--- config.mk ---
export PLATFORM = sky130hd
export DESIGN_NAME = wdog_window
export DESIGN_NICKNAME = d
export VERILOG_FILES = /design/src/rtl/wdw_pkg.sv /design/src/rtl/wdw_tick_gen.sv /design/src/rtl/wdw_cfg_regs.sv /design/src/rtl/wdw_down_core.sv /design/src/rtl/wdog_window.sv
export SDC_FILE = /design/constraint.sdc
export NUM_CORES = 1
export LEC_CHECK = 0
export BUFFER_PORTS_ARGS = -buffer_cell sky130_fd_sc_hd__clkbuf_2
export CAP_MARGIN = 30
export CORE_ASPECT_RATIO = 0.8
export CORE_MARGIN = 2
export CORE_UTILIZATION = 30
export CTS_CLUSTER_DIAMETER = 200
export DETAILED_ROUTE_END_ITERATION = 16
export GPL_TIMING_DRIVEN = 0
export PLACE_DENSITY = 0.49
export SLEW_MARGIN = 5
export SYNTH_ARGS = -nofsm -noshare
export SYNTH_HDL_FRONTEND = slang
export SYNTH_SLANG_ARGS = --single-unit
--- constraint.sdc ---
create_clock -name clk -period 8.1 [get_ports clk]
set_input_delay 1.215 -clock clk [delete_from_list [all_inputs] [get_ports clk]]
set_output_delay 1.215 -clock clk [all_outputs]
set_load 0.01 [all_outputs]
--- src/rtl/wdw_pkg.sv ---
package wdw_pkg;

    localparam int CNT_W = 7;
    localparam int PSC_W = 3;

    localparam logic [CNT_W-1:0] CNT_INIT  = 7'h7F;
    localparam logic [CNT_W-1:0] CNT_FLOOR = 7'h40;

    localparam int OFS_CTRL = 0;
    localparam int OFS_CFG  = 4;
    localparam int OFS_STAT = 8;

    localparam int EN_BIT   = 7;
    localparam int PSC_LSB  = 8;
    localparam int IE_BIT   = 12;
    localparam int FLAG_BIT = 0;

    typedef struct packed {
        logic             ie;
        logic [PSC_W-1:0] psc;
        logic [CNT_W-1:0] win;
    } cfg_t;

    typedef struct packed {
        logic late;
        logic low;
        logic early;
    } trip_t;

    function automatic logic any_trip(trip_t t);
        return t.late | t.low | t.early;
    endfunction

endpackage

--- src/rtl/wdw_tick_gen.sv ---
module wdw_tick_gen
    import wdw_pkg::*;
#(
    parameter int BASE_DIV = 4096
) (
    input  logic             clk,
    input  logic             rst,
    input  logic [PSC_W-1:0] psc,
    output logic             tick
);
    localparam int DW = $clog2(BASE_DIV) + (1 << PSC_W);

    logic [DW-1:0] div_q;
    logic [DW-1:0] limit;

    // period = BASE_DIV << psc cycles
    assign limit = (DW'(BASE_DIV) << psc) - DW'(1);
    assign tick  = (div_q >= limit);

    always_ff @(posedge clk) begin
        if (rst)       div_q <= '0;
        else if (tick) div_q <= '0;
        else           div_q <= div_q + 1'b1;
    end
endmodule

--- src/rtl/wdw_cfg_regs.sv ---
module wdw_cfg_regs
    import wdw_pkg::*;
(
    input  logic clk,
    input  logic rst,
    input  logic cfg_wr,
    input  logic stat_wr,
    input  cfg_t cfg_wdata,
    input  logic flag_wdata,
    input  logic hit_floor,
    output cfg_t cfg_q,
    output logic flag_q
);
    always_ff @(posedge clk) begin
        if (rst) begin
            cfg_q.ie  <= 1'b0;
            cfg_q.psc <= '0;
            cfg_q.win <= CNT_INIT;
        end else if (cfg_wr) begin
            cfg_q.ie  <= cfg_q.ie | cfg_wdata.ie;
            cfg_q.psc <= cfg_wdata.psc;
            cfg_q.win <= cfg_wdata.win;
        end
    end

    // hardware set wins over a same-cycle software clear
    always_ff @(posedge clk) begin
        if (rst)                          flag_q <= 1'b0;
        else if (hit_floor)               flag_q <= 1'b1;
        else if (stat_wr && !flag_wdata)  flag_q <= 1'b0;
    end
endmodule

--- src/rtl/wdw_down_core.sv ---
module wdw_down_core
    import wdw_pkg::*;
(
    input  logic             clk,
    input  logic             rst,
    input  logic             tick,
    input  logic             ctrl_wr,
    input  logic [CNT_W-1:0] cnt_wdata,
    input  logic             en_wdata,
    input  logic [CNT_W-1:0] win,
    output logic [CNT_W-1:0] cnt_q,
    output logic             en_q,
    output logic             hit_floor,
    output logic             rst_req
);
    trip_t trip;
    logic  en_nxt;

    always_comb begin
        en_nxt     = en_q | (ctrl_wr & en_wdata);
        trip.late  = en_q & tick & ~ctrl_wr & (cnt_q == CNT_FLOOR);
        trip.low   = ctrl_wr & en_nxt & (cnt_wdata < CNT_FLOOR);
        trip.early = ctrl_wr & en_q & (cnt_q > win);
    end

    assign hit_floor = tick & ~ctrl_wr & (cnt_q == CNT_FLOOR + 7'd1);

    always_ff @(posedge clk) begin
        if (rst) begin
            cnt_q   <= CNT_INIT;
            en_q    <= 1'b0;
            rst_req <= 1'b0;
        end else begin
            en_q    <= en_nxt;
            rst_req <= any_trip(trip);
            if (ctrl_wr)   cnt_q <= cnt_wdata;
            else if (tick) cnt_q <= cnt_q - 7'd1;
        end
    end
endmodule

--- src/rtl/wdog_window.sv ---
module wdog_window
    import wdw_pkg::*;
#(
    parameter int BASE_DIV = 4096,
    parameter int ADDR_W   = 4,
    parameter int DATA_W   = 32
) (
    input  logic              clk,
    input  logic              rst,
    input  logic              bus_wr,
    input  logic [ADDR_W-1:0] bus_addr,
    input  logic [DATA_W-1:0] bus_wdata,
    output logic [DATA_W-1:0] bus_rdata,
    output logic              rst_req,
    output logic              irq
);
    logic             ctrl_wr, cfg_wr, stat_wr;
    logic             tick, en_q, flag_q, hit_floor, ie_q;
    logic [CNT_W-1:0] cnt_q;
    cfg_t             cfg_q, cfg_wdata;
    logic             unused_wdata;

    assign ctrl_wr = bus_wr && (bus_addr == ADDR_W'(OFS_CTRL));
    assign cfg_wr  = bus_wr && (bus_addr == ADDR_W'(OFS_CFG));
    assign stat_wr = bus_wr && (bus_addr == ADDR_W'(OFS_STAT));

    assign cfg_wdata.ie  = bus_wdata[IE_BIT];
    assign cfg_wdata.psc = bus_wdata[PSC_LSB +: PSC_W];
    assign cfg_wdata.win = bus_wdata[CNT_W-1:0];
    assign unused_wdata  = ^{bus_wdata[DATA_W-1:IE_BIT+1], bus_wdata[PSC_LSB+PSC_W]};

    wdw_tick_gen #(.BASE_DIV(BASE_DIV)) u_tick (
        .clk  (clk),
        .rst  (rst),
        .psc  (cfg_q.psc),
        .tick (tick)
    );

    wdw_down_core u_core (
        .clk       (clk),
        .rst       (rst),
        .tick      (tick),
        .ctrl_wr   (ctrl_wr),
        .cnt_wdata (bus_wdata[CNT_W-1:0]),
        .en_wdata  (bus_wdata[EN_BIT]),
        .win       (cfg_q.win),
        .cnt_q     (cnt_q),
        .en_q      (en_q),
        .hit_floor (hit_floor),
        .rst_req   (rst_req)
    );

    wdw_cfg_regs u_cfg (
        .clk        (clk),
        .rst        (rst),
        .cfg_wr     (cfg_wr),
        .stat_wr    (stat_wr),
        .cfg_wdata  (cfg_wdata),
        .flag_wdata (bus_wdata[FLAG_BIT]),
        .hit_floor  (hit_floor),
        .cfg_q      (cfg_q),
        .flag_q     (flag_q)
    );

    assign ie_q = cfg_q.ie;
    assign irq  = flag_q & ie_q;

    always_comb begin
        bus_rdata = '0;
        if (bus_addr == ADDR_W'(OFS_CTRL)) begin
            bus_rdata[CNT_W-1:0] = cnt_q;
            bus_rdata[EN_BIT]    = en_q;
        end else if (bus_addr == ADDR_W'(OFS_CFG)) begin
            bus_rdata[CNT_W-1:0]        = cfg_q.win;
            bus_rdata[PSC_LSB +: PSC_W] = cfg_q.psc;
            bus_rdata[IE_BIT]           = cfg_q.ie;
        end else if (bus_addr == ADDR_W'(OFS_STAT)) begin
            bus_rdata[FLAG_BIT] = flag_q;
        end
    end
endmodule

---- Yosys cells after proc, flatten, opt, wreduce, memory -nomap -nowiden ----
Index checks and enable logic that the tools add are counted.
word-level totals
  output and inout port bits .............. 34
  flip-flop bits (word level) ............. 41
  input port bits ......................... 39
  word-level logic and storage cells ...... 57
operators by class
  mux-type cells .......................... 13
  bitwise operators ....................... 16
  shift-type cells ........................ 1
  magnitude comparators ................... 3
  reductions and logical operators ........ 9
  add/sub/neg operators ................... 3
  eq/ne operators ......................... 4
operators with widths
  cell                     count
  $mux W7                  3
  $add A20 B1 Y20 const B  1
  $ge A20 B20 Y1           1
  $shl A13 B3 Y20 const A  1
  $sub A20 B2 Y20 const B  1
  $eq A7 B7 Y1 const B     2
  $and A1 B1 Y1            11
  $gt A7 B7 Y1             1
  $lt A7 B7 Y1 const B     1
  $mux W1                  7
  $sub A7 B1 Y7 const B    1
  $mux W3                  2
  $mux W6                  1
  $eq A4 B3 Y1 const B     1
  $eq A4 B4 Y1 const B     1
  $logic_and A1 B1 Y1      4
  $logic_not A4 Y1         1
  $or A1 B1 Y1             4
  $reduce_bool A2 Y1       2
  $reduce_or A2 Y1         1
  $logic_not A1 Y1         1
  $not A1 Y1               1

---- Longest topological paths before layout ----
  word-level depth ........................ 8
  gate-level depth with buffers ........... 15
  gate-level depth less buffers ........... 13

---- Cells and area by module ----
A second synthesis with hierarchy kept.
second synthesis, totals
  cell total of the unflattened synthesis .. 291
  area, all modules ....................... 2612.5 sq um
by module, submodules not included
  module         cells each  instances  sequential area each (sq um)  area each (sq um)
  wdw_tick_gen   128         1          400.4                         1112.3
  wdw_down_core  80          1          180.2                         701.9
  wdw_cfg_regs   39          1          240.2                         435.4
  wdog_window    44          1          0.0                           362.8

---- Worst setup path after synthesis ----
OpenSTA, ideal clock, no wires.
  path type ............................... input to output
  start point ............................. input bus_addr[1]
  end point ............................... output bus_rdata[1]
  path slack .............................. 4.821 ns
  arrival ................................. 2.064 ns
  required time ........................... 6.885 ns
  path buffers ............................ 1
  cell stages on the path ................. 3
  cell sequence ........................... nor4_1 -> clkbuf_1 -> a22o_1
between the ends
  word-level cells in the longest chain between the ends .. 3
  elaborated cells on any way between the ends .. 4
  those cells by class .................... eq/ne (1); mux (2); reduce/logical (1)
ends and longest elaborated chain
  element       RTL line           source
  from (decl)   wdog_window.sv:11  input logic [ADDR_W-1:0] bus_addr,
  $eq A4 B3 Y1  wdog_window.sv:73  end else if (bus_addr == ADDR_W'(OFS_CFG)) begin
  $mux W6       wdog_window.sv:73
  $mux W7 (*)   wdog_window.sv:70  if (bus_addr == ADDR_W'(OFS_CTRL)) begin
  to (decl)     wdog_window.sv:13  output logic [DATA_W-1:0] bus_rdata,
Mark *: on every way between the ends. The rest lies on a longest branch, timed or not.

---- Worst setup path in the final report ----
  start point ............................. input bus_addr[1]
  end point ............................... output bus_rdata[4]
The elaborated chain is that of the path after synthesis.

==> impl_metrics.py <==
metrics = {
    "outcome": {
        "status": "complete, no violations",
    },
    "timing": {
        "fin_skew_ns": 0.01298,
        "fin_crit_ns": 3.900,
        "min_period_over_period_pct": 48.15,
        "tns_ns": 0,
        "hold_viol_final": 0,
        "setup_violations": 0,
        "worst_pin_slew_ns": 0.6844,
        "finalMaxSlewViolations": 0,
        "rsz0062_at_grt": "no",
        "fmax_ghz": 0.2564,
        "slew_headroom_pct": 54.03,
    },
    "synthesis": {
        "synth_area_per_cell_sq_um": 8.324,
        "ys_seq_area_share_pct": 32.02,
        "yosysWarnings": 0,
        "syn_inst": 308,
        "synthArstFlopShare_pct": 0,
        "ys_types": 49,
        "syn_area_sq_um": 2564,
        "synth_edf_count": 0,
        "synth_seq_cells": 41,
        "synth_top_flop_cell": "dfxtp_1",
    },
    "grt": {
        "grt_pass1_vias": 1909,
        "gr-total-overflow": 0,
        "grtUsageTotal_pct": 13.04,
        "antenna_found_initial": 0,
        "grt_pass1_wl_mm": 9.597,
        "grt_max_degree": 13,
    },
    "final_layout": {
        "drive_above_1_share_pct": 19.13,
        "synthToLayoutAreaGrowth_pct": 18.25,
        "nFillCells": 895,
        "final_common_cell": "dfxtp_1",
        "insertedDiodeCount": 0,
        "fin_nets": 423,
        "utilization_pct": 36.06,
        "mostFrequentLayoutCells": "41 x dfxtp_1, 40 x nor2_1, 31 x clkbuf_2",
    },
    "detailed_routing": {
        "drc": 0,
        "wl_met3_um": 264,
        "num_vias": 2205,
        "top_layer": "met4",
        "drt-met1-wl_mm": 3.266,
        "antenna_left": 0,
        "drtIter0Drc": 118,
        "via_per_inst": 4.613,
        "drt_wl_total_mm": 5.988,
        "drt_first_pass_iters": 4,
        "wl_met2_mm": 2.419,
        "wl_per_cell_um": 12.53,
    },
    "clock_network": {
        "clk_pin_slew_ns": 0.07,
        "clk_latency_ns": 0.29,
        "hold_buffers": 0,
        "cts_buffers": 5,
        "cts_max_level": 2,
        "cts_tree": "yes",
        "cts.sinks": 41,
        "ctsResizeCount": 0,
        "clk_path_buf_depth": 2,
        "cts_root_buf": "clkbuf_8",
        "post_cts_buffers": 0,
    },
    "placed_design": {
        "io_buffers": 31,
        "gp_congestion": 0.7665,
        "hpwl_mm": 4.448,
    },
    "power": {
        "p_int_uw": 306.9,
        "power_density_nw_per_um2": 136.4,
        "combPwrFrac_pct": 12.7,
        "p_sw_share_pct": 25.80,
        "pwr-share-clk_pct": 35.8,
        "seq_power_share_pct": 51.5,
        "switching_power_uw": 106.7,
        "ir_drop_mv": 0.06396,
        "leakage_uw": 0.001381,
    },
    "worst_setup_path": {
        "crit_top_cell": "clkbuf_2",
        "crit_buf_inv": 3,
        "required_ns": 6.88,
        "crit_chain": "clkbuf_2, nor4_1, clkbuf_1, a22o_1, clkbuf_2",
        "crit_family": "buffers and inverters",
        "r2r.worst_path.cells": 15,
        "r2r-start": "u_cfg.cfg_q[7]$_SDFFE_PP0P_",
        "rrSetupSlack_ns": 4.54,
        "cp-end-kind": "output pin",
        "rr_endpoint": "u_core.cnt_q[5]$_SDFFE_PP1P_",
        "startpoint_type": "input port",
        "setup.worst_path.start": "bus_addr[1]",
        "worstPathArrival_ns": 2.69,
        "slowest_stage": "clkbuf_1",
        "slowest_delay_ns": 0.49,
        "critPathKind": "input port to output pin",
        "cp_max_fo": 10,
    },
    "floorplanning": {
        "fp.dieH_um": 86.69,
        "die-area_sq_um": 9306,
        "start_util_pct": 30.49,
        "die_w_um": 107.4,
        "core_area_sq_um": 8408,
        "row_count": 30,
        "pin_count": 73,
    },
    "min_path": {
        "hold-path-cell-count": 1,
        "min_path_type": "flop to flop",
        "hold_start": "u_tick.div_q[0]$_SDFF_PP0_",
        "hold_end": "u_tick.div_q[0]$_SDFF_PP0_",
    },
    "flow_run": {
        "cap_violations": 0,
    },
}
registers in the layout, summed over array words and instances, names as in the netlist:
name / flops
u_core.cnt_q: 7
u_tick.div_q: 20
u_core.en_q: 1
u_cfg.flag_q: 1
u_core.rst_req: 1
u_cfg.cfg_q: 11
how the worst max path moves through the flow:
stage / endpoint / slack, ns / cells after the start
floorplan: bus_rdata[1] / 4.82 / 3
global placement: bus_rdata[5] / 4.16 / 5
detailed placement: bus_rdata[4] / 4.12 / 5
CTS: bus_rdata[4] / 4.12 / 5
global route: bus_rdata[5] / 4.04 / 6
finish: bus_rdata[4] / 4.20 / 5
routing by layer:
| metal | vias to the layer above | global-route usage [%] |
|---|---|---|
| li1 | 1152 | - |
| met1 | 1001 | 20.20 |
| met2 | 48 | 18.07 |
| met3 | 4 | 3.233 |
| met4 | 0 | 2.564 |
| met5 | - | 0 |
cells by family (layout without fill, tap and decap cells):
group                      Yosys count  count (layout)  share of synthesized area [%]
buffers and inverters               47              86                          10.30
xor gates and xnor gates            21              21                          7.174
muxes                                1               1                         0.3904
DFF                                 41              41                          32.02
and+or+nand+nor                    131             131                          26.45
other                                2              21                         0.2929
adders and majority gates           19              19                          9.273
AOI/OAI and AO/OA                   46              46                          14.10
final cells by class:
| type | instances | area (sq um) | share of cell area (%) |
|---|---|---|---|
| multi-input combinational | 239 | 1550 | 51.14 |
| sequential | 41 | 820.8 | 27.07 |
| buffer | 34 | 215.2 | 7.099 |
| timing repair buffer | 31 | 155.1 | 5.118 |
| tap | 112 | 140.1 | 4.622 |
| clock buffer | 7 | 96.34 | 3.178 |
| inverter | 13 | 48.80 | 1.610 |
| clock inverter | 1 | 5.005 | 0.1651 |
synth_stat cells (3+ instances only):
cell type	instances	share of area [%]
dfxtp_1	41	32
nor2_1	40	5.9
nand2_1	22	3.2
buf_4	20	5.9
ha_1	19	9.3
xor2_1	16	5.5
inv_1	13	1.9
a21oi_1	12	2.3
nor3_1	12	2.3
and3_1	10	2.4
and2_1	9	2.2
nand3_1	9	1.8
clkbuf_1	8	1.2
a22o_1	6	2.0
nand4_1	6	1.5
a211o_1	5	1.7
and4_1	5	1.7
xnor2_1	5	1.7
buf_2	4	0.78
nor2b_1	4	0.98
nor4_1	4	0.98
a21o_1	3	0.88
worst reg2reg max path, cell delays in order, from the launching register on:
cell,delay [ns]
dfxtp_1,0.30
clkbuf_1,0.18
or3_1,0.41
ha_1,0.19
clkbuf_1,0.17
nor3_1,0.16
a21oi_1,0.06
o21a_1,0.19
ha_1,0.27
nand4_1,0.14
nor2_1,0.07
a311o_1,0.35
a221o_1,0.37
buf_6,0.19
a2111oi_2,0.31
nor3_1,0.10
per-stage QoR:
step / worst slack (ns) / instances / hold slack (ns) / power (uW) / cell area, sq um
2_1_floorplan: 4.821 / 327 / 0.4379 / 252.9 / 2635
3_3_place_gp: 4.159 / 470 / 0.4665 / 270.0 / 2930
3_5_place_dp: 4.124 / 470 / 0.4697 / 269.8 / 2930
4_1_cts: 4.121 / 478 / 0.4918 / 420.3 / 3032
5_1_grt: 4.040 / 478 / 0.5235 / 436.9 / 3032
6_report: 4.200 / 478 / 0.4944 / 413.6 / 3032
power by group through the flow:
stage / combinational (uW) / clock (uW) / sequential, uW
CTS: 52.6 / 155 / 213
floorplan: 37.3 / 0 / 216
finish: 52.7 / 148 / 213
global placement: 52.4 / 0 / 218
global route: 59.5 / 164 / 213
detailed placement: 52.3 / 0 / 217
Note: power is estimated with default switching activity, not from simulation.
